--- src/rtl/rom_shadow_ctrl.sv ---
module rom_shadow_ctrl #(
  parameter int IO_AW = 12,
  parameter int unsigned MODE_ADDR = 0
) (
  input  logic             clk,
  input  logic             rst_n,
  input  logic             rd_n,
  input  logic             wr_n,
  input  logic             mem_sel,
  input  logic             io_wr,
  input  logic [IO_AW-1:0] io_addr,
  input  logic             io_bit,
  output logic             rom_oe_n,
  output logic             ram_oe_n,
  output logic             ram_we_n,
  output logic             ram_ce_n,
  output logic             wait_req
);
  localparam logic [IO_AW-1:0] ModeSel = IO_AW'(MODE_ADDR);

  logic run_q, rom_rd_q;
  logic rd_hit, wr_hit, rom_rd, set_run;
  logic rom_oe_d, ram_oe_d, ram_we_d;

  assign rd_hit   = mem_sel & ~rd_n;
  assign wr_hit   = mem_sel & ~wr_n;
  assign rom_rd   = ~run_q & rd_hit;
  assign set_run  = io_wr & io_bit & (io_addr == ModeSel);

  assign rom_oe_d = ~rom_rd;
  assign ram_oe_d = ~(run_q & rd_hit);
  assign ram_we_d = ~(wr_hit | rom_rd);

  always_ff @(posedge clk or negedge rst_n) begin
    if (!rst_n) begin
      run_q    <= 1'b0;
      rom_rd_q <= 1'b0;
      rom_oe_n <= 1'b1;
      ram_oe_n <= 1'b1;
      ram_we_n <= 1'b1;
      ram_ce_n <= 1'b1;
      wait_req <= 1'b0;
    end else begin
      if (set_run) run_q <= 1'b1;
      rom_rd_q <= rom_rd;
      rom_oe_n <= rom_oe_d;
      ram_oe_n <= ram_oe_d;
      ram_we_n <= ram_we_d;
      ram_ce_n <= ram_oe_d & ram_we_d;
      wait_req <= rom_rd & ~rom_rd_q;
    end
  end
endmodule


--- config.mk ---
export PLATFORM = sky130hd
export DESIGN_NAME = rom_shadow_ctrl
export DESIGN_NICKNAME = d
export VERILOG_FILES = /design/src/rtl/rom_shadow_ctrl.sv
export SDC_FILE = /design/constraint.sdc
export NUM_CORES = 1
export LEC_CHECK = 0
export BUFFER_PORTS_ARGS = -buffer_cell sky130_fd_sc_hd__clkbuf_2
export CAP_MARGIN = 30
export CORE_AREA = 2 2 39 41
export DETAILED_ROUTE_END_ITERATION = 10
export DIE_AREA = 0 0 41 43
export PLACE_DENSITY_LB_ADDON = 0.05
export SLEW_MARGIN = 20
export SYNTH_ARGS = -nofsm -noshare
export SYNTH_HDL_FRONTEND = slang
export SYNTH_SLANG_ARGS = --single-unit
--- constraint.sdc ---
create_clock -name clk -period 1.1 [get_ports clk]
set_clock_uncertainty 0.05 [all_clocks]
set_input_delay 0.055 -clock clk [delete_from_list [all_inputs] [get_ports clk]]
set_output_delay 0.055 -clock clk [all_outputs]
set_load 0.05 [all_outputs]
# After elaboration in Yosys (flattened, before gate mapping)
# Index checks and enable logic that the tools add are counted.
dict set report totals {
  ff_bits 7
  out_inout_bits 5
  elab_cells 24
}
dict set report op_classes {
  n_bitwise 16
  reduce_logical 1
}
# cell n
set ops {}
lappend ops {{$logic_not A12 Y1} 1}
lappend ops {{$and A1 B1 Y1} 8}
lappend ops {{$not A1 Y1} 7}
lappend ops {{$or A1 B1 Y1} 1}

# Depth between registers and ports, before layout
# Gate-level depths: netlist of run 1.
dict set report depth {
  ltp_word 6
  mapped_depth 3
  depth_no_buf 3
}

# Worst setup path after synthesis of run 1
# No wires, ideal clock.
dict set report synth_path {
  path_kind {register to register}
  startpoint {register run_q}
  endpoint {register wait_req}
  setup_time_ns 0.069
  arrival_time_ns 0.733
  required_time_ns 0.981
  setup_slack_ns 0.248
  path_stages_with_launch 4
  n_path_buf 0
  period_less_slack_ns 0.852
  path_cell_list {dfrtp_1 > nor3b_4 > inv_2 > nor2_2}
}
dict set report synth_between {
  elab_chain_len 3
}
# item line
set synth_rtl {}
lappend synth_rtl {{start: declaration} 21} ;# logic run_q, rom_rd_q;
lappend synth_rtl {{start signal: assignment} 36} ;# run_q <= 1'b0;
lappend synth_rtl {{start signal: assignment} 44} ;# if (set_run) run_q <= 1'b1;
lappend synth_rtl {{$not A1 Y1} 27} ;# assign rom_rd = ~run_q & rd_hit;
lappend synth_rtl {{$and A1 B1 Y1} 27}
lappend synth_rtl {{named net rom_rd} 22} ;# logic rd_hit, wr_hit, rom_rd, set_run;
lappend synth_rtl {{$and A1 B1 Y1} 50} ;# wait_req <= rom_rd & ~rom_rd_q;
lappend synth_rtl {{end signal: assignment} 50}
lappend synth_rtl {{end: declaration} 17} ;# output logic wait_req
# The timed path passes the listed nets, and every way through them passes these cells.
# A chain may end at the register's enable or synchronous reset.

# Worst setup path after layout of run 1
dict set report layout_path {
  startpoint {register rom_oe_n}
  endpoint {output port rom_oe_n}
}
# item line
set layout_rtl {}
lappend layout_rtl {{start: declaration} 13} ;# output logic rom_oe_n,
lappend layout_rtl {{start signal: assignment} 46} ;# rom_oe_n <= rom_oe_d;
# No word-level cell between the ends.

==> results of run 1 <==
[state kept, by name, indices dropped and copies added (netlist names)]
name      flops
ram_ce_n      1
ram_oe_n      1
ram_we_n      1
rom_oe_n      1
rom_rd_q      1
run_q         1
wait_req      1
[cell usage in the layout, fill, tap and decap left out, drive strengths merged]
cell	count
a41o	1
nor4	3
nand3b	1
inv	2
buf	3
dfstp	4
nor2	1
clkbuf	24
and2	1
dfrtp	3
dlygate4sd3	4
nand2	2
a21oi	1
nor3b	1
[worst max path at each step]
stage	from	end	slack [ns]	cells after the start
2_1_floorplan	run_q$_DFFE_PN0P_	wait_req$_DFF_PN0_	0.25	3
3_5_place_dp	run_q$_DFFE_PN0P_	wait_req$_DFF_PN0_	0.17	3
4_1_cts	rom_oe_n$_DFF_PN1_	rom_oe_n	0.008	1
6_report	rom_oe_n$_DFF_PN1_	rom_oe_n	0.05	1
3_3_place_gp	run_q$_DFFE_PN0P_	wait_req$_DFF_PN0_	0.22	3
5_1_grt	ram_we_n$_DFF_PN1_	ram_we_n	0.02	1
[cell type report]
| cell class | instances | area, µm² |
|---|---|---|
| Fill cell | 151 | 898.4 |
| Inverter | 2 | 7.507 |
| Timing Repair Buffer | 27 | 171.4 |
| Clock buffer | 4 | 26.28 |
| Tap cell | 16 | 20.02 |
| Multi-Input combinational cell | 11 | 80.08 |
| Sequential cell | 7 | 180.2 |
[kinds of logic after synthesis]
family / after synthesis / share of synthesized area (%)
buf+inv: 2 / 2.801
compound gates: 2 / 5.606
simple gates: 9 / 24.31
flops: 7 / 67.29
[where the power goes]
group	total, mW	internal [mW]	switching, mW
Combinational	0.114	0.0535	0.0602
Sequential	0.278	0.274	0.00384
Clock	0.227	0.138	0.0887
[worst reg2reg max path, stage by stage, from the launching register on]
cell and delay [ns]:
sky130_fd_sc_hd__dfrtp_1 0.42, sky130_fd_sc_hd__nor3b_4 0.26, sky130_fd_sc_hd__inv_2 0.06, sky130_fd_sc_hd__nor2_2 0.07
[through the flow]
stage	std cells	util, %	instance area (µm²)
finish	67	35.08	485.5
global route	67	35.08	485.5
CTS	67	35.08	485.5
detailed placement	59	29.11	402.9
global placement	59	29.11	402.9
floorplan	20	-	267.8
[per-layer routing]
layer  track usage [%]  vias to the layer above
li1                  -                      134
met1             7.591                      119
met2             14.69                       12
met3             3.141                        0
met4             8.000                        0
met5                 0                        -
[what timing repair did]
item / CTS / global route
pin swaps: 0 / 0
gates resized for setup: 5 / 3
hold endpoints to repair: 11 / 0
endpoints found under the setup margin: 4 / 3
hold buffers: 4 / 0
==> impl.org, run 1 <==
** Die
- The initialized floorplan defines 14 standard-cell rows.
- Core area :: between 1000 and 1500 µm²
- The die covers between 1500 and 2000 µm².
- IO Count :: 24
- For this configuration, the core starts out at a cell density of about a fifth.
- Die width :: just over 40 µm
- Floorplan die height :: between 40 and 50 µm

** Critical path
- Of all nets on the critical path, the largest fanout is 1.
- The largest single stage delay on the critical path is ~0.5 ns.
- Measured in cells, the most critical reg-to-reg path has a length of 3.
- For this design, the slowest cell found on the critical path is sky130_fd_sc_hd__dfstp_2.
- Crit path required time :: 1.00 ns
- Together, buffers and inverters on the worst path number 1.
- Worst Setup End Kind :: output port
- Critical R2R Launch :: run_q$_DFFE_PN0P_
- Family of cells with the greatest summed delay on the critical path :: flip-flops
- Crit path cell chain :: buf_4
- Slack of the worst reg-to-reg path :: roughly 0.18 ns
- Kind of launch point of the worst setup path :: flip-flop
- Capturing point of the worst reg2reg path :: wait_req$_DFF_PN0_
- At the worst endpoint, the arrival time is 0.94 ns.
- Type of the setup path with the least slack :: reg2out

** STA
- Tmin final :: about 1.0 ns
- Setup_tns :: 0 ns
- Final Hold Fails :: 0
- Post-Route Hold Slack :: 0.1025 ns
- Min setup slack post-route :: roughly 0.053 ns
- For the pin with the worst max-slew slack, the measured transition is 0.2673 ns.
- Setup violations remaining at the end of the flow were counted as 0.
- Max Clk Rate :: 955.3 MHz
- The max-slew violation total from the final report was 0.
- Dividing the final minimum period by the clock period gives 95.17%.
- Relative max-transition margin :: about 82%
- RSZ-0062 raised after global routing :: no

** Yosys
- Number of instances in the synthesized netlist :: 20
- Cells taking the most area after synthesis :: sky130_fd_sc_hd__dfstp_2 (39%), sky130_fd_sc_hd__dfrtp_1 (28%), sky130_fd_sc_hd__nor3b_4 (7.0%)
- In this run, distinct cell masters in the synthesized netlist total 12.
- For this run, asynchronously set or reset flops after synthesis account for 100.0%.
- Most common flop cell mapped by yosys :: sky130_fd_sc_hd__dfstp_2
- After synthesis, the largest area contributor takes up 39.25% of total cell area.
- Of the synthesized area, sequential elements account for approximately 67%.
- Synthesis inferred 7 register bits.
- Library cell with the largest summed area after synthesis :: sky130_fd_sc_hd__dfstp_2
- Mapped Avg Cell Area :: between 10 and 15 µm²
- Post-synthesis cell area :: 267.8 µm²
- Synth top cells by count :: sky130_fd_sc_hd__dfstp_2 (4), sky130_fd_sc_hd__dfrtp_1 (3), sky130_fd_sc_hd__nor4_1 (3), sky130_fd_sc_hd__nand2_1 (2)
- Synthesis produced a netlist with a net count of 39.
- Number of warnings printed during yosys synthesis :: 0
- In this run, synthesis inferred 0 flip-flops with an integrated enable.
- Yosys instantiated no cell more often than sky130_fd_sc_hd__dfstp_2.

** Route
- Final antenna-violating net count :: 0
- Detailed Route Iter0 Violations :: 0
- Amount of wire on met3 after detailed routing :: ~56 µm
- Detailed routing inserted a total of around 270 vias.
- DRC violation count after routing :: 0
- Number of detailed-route iterations in the first pass :: 1
- The final layout contains routed wiring with a total length of about 600 µm.
- Avg WL per Cell :: around 9.0 µm
- The routed design uses 344 µm of met2 wire.
- DR top layer :: met3
- M1 wire length :: approximately 200 µm
- After detailed routing, the number of vias per cell comes to roughly 4.0.

** Clock tree
- Clock tree from TritonCTS :: built
- Maximum buffer depth of the clock tree :: 2
- Clock latency on the worst-skew pair, taken at its later pin, is ~0.24 ns.
- Register clock-pin slew on the reported worst setup and hold paths :: approximately 0.050 ns
- Clk Tree Root Cell :: sky130_fd_sc_hd__clkbuf_4
- Post-CTS timing repair inserted 0 buffers for setup.
- CTS HTree Levels :: 1
- Total clock buffers created by CTS :: 3
- Clock tree synthesis found a total of 7 sinks.

** Final layout
- Area grow syn2layout :: 81.31%
- Number of nets in the layout :: 71
- Ratio of cells with drive above 1 in the final layout :: ~65%
- Antenna diode count :: 0

** Placement
- Before CTS, the worst setup slack after placement is ~0.17 ns.
- Input and output buffers added on the ports amount to 23.
- At the end of routability-driven placement, the weighted congestion stood at ~0.6.
- Hpwl dp :: 514.5 µm

** Global route
- First-pass GRT wire length :: 979 µm
- Maximum number of pins on one net before global-route repair :: 8
- The number of antenna violations at the first check in global routing was 0.
- Via count of the first global-routing pass :: ~270
- Global routing used under 10% of the available tracks.
- Total congestion overflow :: 0

** Pwr
- Static leakage :: ~0.25 nW
- Maximum VDD drop :: 0.4934 mV
- The design draws between 600 and 700 µW.
- Pwr/cell area :: between 1000 and 1500 nW/µm²

** Job
- The tool flagged a number of max-cap violations equal to 0.

** Status
- Result of the run :: finished clean

** Hold path
- Type of the most critical hold path :: in2reg
- The path with the worst hold slack has its endpoint at run_q$_DFFE_PN0P_.
- Counting instances, the worst hold path has a depth of 3.
- The worst hold path begins at io_addr[5].
Power figures use the tool's default switching activity.
==> inputs of run 2 (changes only) <==
- BUFFER_PORTS_ARGS: -buffer_cell sky130_fd_sc_hd__clkbuf_2 -> -buffer_cell sky130_fd_sc_hd__buf_2
- CTS_CLUSTER_DIAMETER: default -> 80
- SKIP_LAST_GASP: default -> 1
==> run 2 against run 1 <==
  * Register-to-register slack about the same
  * Clock-buffer cell count unchanged
  * Total power down 0.78%
  * Non-clock buffer count unchanged
  * Critical path depth unchanged
  * Via count down 6.0%
  * Critical endpoint is now ram_we_n
==> impl.org, run 2 (synthesis gave the netlist of run 1 again) <==
** Pwr
- Summed over all cells, the static leakage comes to 0.2443 nW.
- Pwr/cell area :: ~1300 nW/µm²
- The worst-case IR drop observed on VDD is 0.5208 mV.

** Job
- Max Cap Viol :: 0

** Route
- Number of detailed-route iterations in the first pass :: 1
- Via Count :: approximately 250
- DRC violation count after routing :: 0
- For this block, the routed nets add up to about 600 µm of wire.
- The first routing iteration left 0 violations.
- Avg WL per Cell :: just under 9 µm
- Once detail routing completed, the nets flagged for antenna violations numbered 0.
- Via density per instance :: about 3.7

** STA
- RSZ-0062 raised after global routing :: no
- The worst pin sits at a relative slew slack of about four fifths.
- Static timing analysis puts the maximum clock frequency at 952.0 MHz.
- In the finished design, the share of the clock period the worst path needs comes to a little over nine tenths.
- Hold is met by 0.1068 ns.
- Worst Tran Pin Value :: around 0.28 ns
- Setup_tns :: 0 ns
- Total of endpoints with negative setup slack in the final report :: 0
- The worst path needs approximately 1.1 ns of the cycle, external delays included.
- Count of final max-slew check failures :: 0
- Final Hold Fails :: 0

** Critical path
- In this run the number of cells on the critical path is 1.
- The worst register-to-register path has a depth of 3.
- Critical path fanouts, max :: 1
- Type of the setup path with the least slack :: reg2out
- The slowest stage of the critical path is the sky130_fd_sc_hd__dfstp_2 cell.
- The critical path goes through buf_4.
- Kind of launch point of the worst setup path :: flip-flop
- The worst setup path is captured at an output port.
- For flop-to-flop paths, the worst setup slack is ~0.18 ns.
- Counting both buffers and inverters, the worst setup path holds a total of 1.
- At the worst endpoint, the arrival time is around 0.95 ns.
- Grouping stages by cell kind, the critical path spends the most delay in flip-flops.
- CP startpoint :: ram_we_n$_DFF_PN1_
- Capturing point of the worst reg2reg path :: wait_req$_DFF_PN0_
- In this run the critical register-to-register path is launched from run_q$_DFFE_PN0P_.
- Crit path required time :: 1.00 ns
- The largest single stage delay on the critical path is 0.52 ns.
- Capturing element of the worst setup path :: ram_we_n

** Die
- Initial Utilization :: about 19%
- The core region is 1384 µm².
- The floorplan has 14 rows.
- IO Count :: 24
- The floorplan step set the die height to around 43 µm.
- Die width :: 41 µm
- Total die area :: ~1800 µm²

** Final layout
- Final design instance area without fill :: between 400 and 500 µm²
- For this run, the post-layout net count is approximately 70.
- Most common cell after layout, fill and taps aside :: sky130_fd_sc_hd__buf_2
- The area growth from synthesis to layout is 78.97%.
- Antenna diode count :: 0
- Ratio of cells with drive above 1 in the final layout :: about 65%
- The top cell types in the final layout, fill and taps aside, are sky130_fd_sc_hd__buf_2 (19), sky130_fd_sc_hd__dlygate4sd3_1 (4), sky130_fd_sc_hd__buf_4 (4), sky130_fd_sc_hd__dfstp_2 (4).

** Global route
- Total congestion overflow :: 0
- For met2 alone, demand over resource in global routing was about 12%.
- After global routing, the most crowded layer is met2.
- Across every metal layer, demand over resource in global routing totals between 8 and 9%.
- The via count of the first global-routing pass came to between 200 and 250.
- Maximum number of pins on one net before global-route repair :: 8
- The first global-routing pass estimated 979 µm of wire.
- Global routing consumed, on the met1 layer, roughly a tenth of the routing resources.
- The number of antenna violations at the first check in global routing came to 0.
- Global routing consumed, on the met3 layer, 4.712% of the routing resources.

** Clock tree
- The number of setup buffers added after CTS is 0.
- Clk Tree Root Cell :: sky130_fd_sc_hd__clkbuf_4
- After clock tree synthesis, the clock-pin slew on the worst setup and hold paths is about 0.050 ns.
- Clock tree from TritonCTS :: built
- CTS HTree Levels :: 1
- Clock latency reported for the late side of the worst-skew pair :: about 0.24 ns
- The clock net in this run drives a total of 7 sinks.
- In this run, CTS created clock tree buffers numbering 3.
- Maximum buffer depth of the clock tree :: 2

** Placement
- Routability-driven placement finished with a final weighted congestion of between 0.6 and 0.7.
- In this run the cell area measured after placement is ~400 µm².
- The count of buffers added on input and output ports is 23.

** Hold path
- Type of the most critical hold path :: in2reg
- Along the worst hold path, the cell count comes to 3.

** Status
- Result of the run :: finished clean
run 2: cell type report:
cell class | count | area [µm²]
fillers | 148 | 904.6
flip-flops and latches | 7 | 180.2
repair buffers | 27 | 165.2
multi-input cells | 11 | 80.08
clock buffers | 4 | 26.28
well taps | 16 | 20.02
inverters | 2 | 7.507
run 2: routing by layer:
layer  wire length (µm)  part of all wire (%)
met1                232                    39
met2                302                    51
met3                 54                   9.0
met4                  8                   1.3
met5                  0                     0
run 2: report_power, final:
group / switching, mW / internal [mW] / total [mW]
Combinational: 0.0601 / 0.0509 / 0.111
Sequential: 0.00323 / 0.274 / 0.277
Clock: 0.0874 / 0.138 / 0.225
Total: 0.151 / 0.463 / 0.614
run 2: worst min path at each step:
| stage | endpoint | from | slack [ns] |
|---|---|---|---|
| global placement | wait_req$_DFF_PN0_ | rst_n | -0.16 |
| global route | run_q$_DFFE_PN0P_ | io_addr[1] | 0.11 |
| CTS | run_q$_DFFE_PN0P_ | io_addr[5] | 0.10 |
| finish | run_q$_DFFE_PN0P_ | io_addr[5] | 0.11 |
| floorplan | rom_rd_q$_DFF_PN0_ | rst_n | -0.29 |
| detailed placement | wait_req$_DFF_PN0_ | rst_n | -0.16 |
run 2: per-stage QoR:
stage	cells	utilization, %	total power, mW	worst slack (ns)
2_1_floorplan	20	-	0.3304	0.2480
3_3_place_gp	59	29.11	0.3773	0.2213
3_5_place_dp	59	29.11	0.3783	0.1926
4_1_cts	67	34.63	0.6262	0.03904
5_1_grt	67	34.63	0.6477	0.02466
6_report	67	34.63	0.6139	0.04960
run 2: what timing repair did:
action,4_1_cts,5_1_grt
endpoints found under the setup margin,4,0
endpoints found under the hold margin,11,0
resized for setup,4,0
hold buffers,4,0
==> inputs of run 3 (changes only) <==
- clock period: 1.1 -> 1.2 ns (I/O delays scaled with it)
==> run 3 against run 2 <==
  * Cell count stayed put
  * First-iteration DRC count is 1 higher
  * Combinational power is 10% lower
  * Worst setup slack better by 0.015 ns
==> impl.org, run 3 (synthesis gave the netlist of run 1 again) <==
** Status
- The run finished with clean final reports.

** Global route
- Antenna violations before repair :: 0
- Global routing used between 9 and 10% of the available tracks across all layers.
- Entering global routing, the biggest net connects 8 pins.
- Total congestion overflow :: 0
- The via count of the first global-routing pass was between 200 and 300.
- The first global-routing pass estimated roughly 1 mm of wire.

** STA
- Relative max-transition margin :: 81.47%
- Derived from the worst setup path, the maximum achievable clock frequency is roughly 880 MHz.
- Total of endpoints with negative setup slack in the final report :: 0
- Final period utilization :: between 90 and 100%
- Setup repair after global routing left no endpoint under its margin.
- Final Hold Fails :: 0
- Across all hold checks on the routed design, the worst slack comes to around 0.0020 ns.
- Count of final max-slew check failures :: 0
- Tmin final :: ~1.1 ns
- Min setup slack post-route :: approximately 0.064 ns
- Setup_tns :: 0 ns
- Worst Tran Pin Value :: ~0.28 ns

** Critical path
- Slack of the worst reg-to-reg path :: between 0.2 and 0.3 ns
- The critical path starts at mem_sel.
- Counting stages on the worst path, the most repeated cell is sky130_fd_sc_hd__dlygate4sd3_1.
- Type of the setup path with the least slack :: in2reg
- In this design, the stage delay of the slowest critical-path cell is around 0.59 ns.
- The worst setup path is captured at a flip-flop.
- Of all nets on the critical path, the largest fanout is 4.
- Critical-path cell with the highest stage delay :: sky130_fd_sc_hd__dlygate4sd3_1
- Logic depth of the worst register-to-register path :: 3
- The endpoint identified for the worst register-to-register timing path is wait_req$_DFF_PN0_.
- STA puts the critical path data required time at about 1.3 ns.
- Traced cell by cell, the critical path runs through dlygate4sd3_1 -> nand2_1 -> dlygate4sd3_1.
- Arrival time reported for the critical path endpoint :: between 1 and 1.5 ns
- Critical R2R Launch :: run_q$_DFFE_PN0P_
- The worst setup path is launched from an input pin.

** Pwr
- The analysis attributes to cell leakage a power of around 0.24 nW.
- Dividing total power by cell area gives a power density of 1182 nW/µm².
- Combinational Power Share :: 17.8%
- Design internal power :: between 400 and 500 µW
- Net switching is 24.68% of the power.
- In this run the power spent charging and discharging nets is roughly 140 µW.
- Per report_power, the sequential group accounts for a little under half of the total.
- Across the VDD grid, the largest voltage drop is around 0.47 mV.
- The clock network is responsible for 36.9% of the overall power.
- Total design power :: 560.5 µW

** Clock tree
- At the later pin of the worst-skew pair, clock insertion delay measures 0.24 ns.
- The number of clock buffers added by TritonCTS is 3.
- Clock tree synthesis selected as its root buffer the cell sky130_fd_sc_hd__clkbuf_4.
- Number of clock sinks :: 7
- After clock tree synthesis, the clock-pin slew on the worst setup and hold paths is about 0.050 ns.
- CTS HTree Levels :: 1
- Clock tree from TritonCTS :: built
- Maximum buffer depth of the clock tree :: 2

** Die
- The initial utilization of the core area, before any placement, comes to just under 20%.
- The floorplan has 14 rows.
- Measured along the y axis, the die boundary spans around 43 µm.
- Die width :: ~40 µm
- Total die area :: around 1800 µm²
- IO Count :: 24
- Core area :: 1384 µm²

** Route
- The count of nets left with antenna violations once routing finished came out at 0.
- In this run the top signal layer used is met4.
- Number of detailed-route iterations in the first pass :: 2
- M1 wire length :: about 240 µm
- Summing over every cut layer, the via total after detailed routing is 258.
- In the detailed route, the total length drawn on met2 is about 320 µm.
- Detailed Route Iter0 Violations :: 1
- Dividing the detail-routed wire length by the instance count gives 9.104 µm.
- Via density per instance :: about 3.9
- For this block, the routed nets add up to between 600 and 700 µm of wire.
- Detailed routing placed a total of ~45 µm of wire on met3.
- DRC violation count after routing :: 0

** Placement
- In this run the tool buffered the top-level ports with 23 buffer cells.
- Placement-stage worst setup slack :: about 0.29 ns
- Routability-driven placement finished with a final weighted congestion of about 0.61.
- Once placement completed, the tool counted placed cells totaling between 50 and 60.

** Final layout
- Most common cell after layout, fill and taps aside :: sky130_fd_sc_hd__buf_2
- From synthesis to final layout, the design area changed by 77.10%.
- Filler cell count in the final layout :: around 150
- Number of nets in the layout :: 71
- Leaving out fill and tap cells, the most frequent cells in the layout are sky130_fd_sc_hd__buf_2 (22), sky130_fd_sc_hd__dlygate4sd3_1 (5), sky130_fd_sc_hd__dfstp_2 (4).
- The count of cells in the finished layout, fillers not included, comes to between 60 and 70.
- In the final layout, the multi-input gates occupy around 80 µm².
- Ratio of cells with drive above 1 in the final layout :: between 60% and 70%
- Summing all flip-flop and latch instances after layout gives ~180 µm².
- The number of antenna diodes in the final layout is 0.

** Hold path
- The worst hold path begins at rd_n.
- The tightest min-delay check is of the in2reg type.
- End point of the most critical hold path :: ram_oe_n$_DFF_PN1_
- The worst hold path passes through 2 cells.

** Job
- Max Cap Viol :: 0
run 3: cell count changes in the layout (fill, tap and decap cells not counted), sizes merged:
cell | previous run | this run
buf | 23 | 22
dlygate4sd3 | 4 | 5
run 3: how the worst max path moves through the flow:
stage / endpoint / slack [ns] / cells after the start
3_3_place_gp: wait_req$_DFF_PN0_ / 0.32 / 3
6_report: ram_ce_n$_DFF_PN1_ / 0.06 / 3
3_5_place_dp: wait_req$_DFF_PN0_ / 0.29 / 3
4_1_cts: ram_ce_n$_DFF_PN1_ / 0.03 / 4
5_1_grt: ram_ce_n$_DFF_PN1_ / 0.02 / 3
2_1_floorplan: wait_req$_DFF_PN0_ / 0.35 / 3
run 3: worst max-delay path, delay by kind of cell:
| family | cells | cell delay (ns) |
|---|---|---|
| and+or+nand+nor | 1 | 0.06 |
| buffers and inverters | 2 | 1.14 |
run 3: cell type report:
type	count	share of cell area, %
Sequential cell	7	37.99
Clock buffer	4	5.541
Inverter	2	1.583
Multi-Input combinational cell	11	16.89
Timing Repair Buffer	27	33.77
Tap cell	16	4.222
run 3: power by group through the flow:
| stage | clock (mW) | combinational (mW) | sequential, mW |
|---|---|---|---|
| 6_report | 0.207 | 0.0998 | 0.254 |
| 5_1_grt | 0.227 | 0.110 | 0.255 |
| 4_1_cts | 0.216 | 0.102 | 0.254 |
| 3_5_place_dp | 0 | 0.0891 | 0.258 |
| 3_3_place_gp | 0 | 0.0884 | 0.257 |
| 2_1_floorplan | 0 | 0.0136 | 0.289 |
run 3: metrics by stage:
| step | util (%) | cell area (µm²) |
|---|---|---|
| 3_3_place_gp | 29.11 | 402.9 |
| 6_report | 34.27 | 474.2 |
| 5_1_grt | 34.27 | 474.2 |
| 4_1_cts | 34.63 | 479.2 |
| 2_1_floorplan | - | 267.8 |
| 3_5_place_dp | 29.11 | 402.9 |
run 3: what timing repair did:
action,4_1_cts,5_1_grt
endpoints found under the hold margin,11,0
setup buffers,0,0
gates resized for setup,0,0
setup endpoints to repair,0,1
hold buffers,5,0
run 3: per-layer routing:
metal | track usage [%] | vias up
li1 | - | 132
met1 | 9.539 | 112
met2 | 12.50 | 12
met3 | 4.712 | 2
met4 | 8.000 | 0
met5 | 0 | -
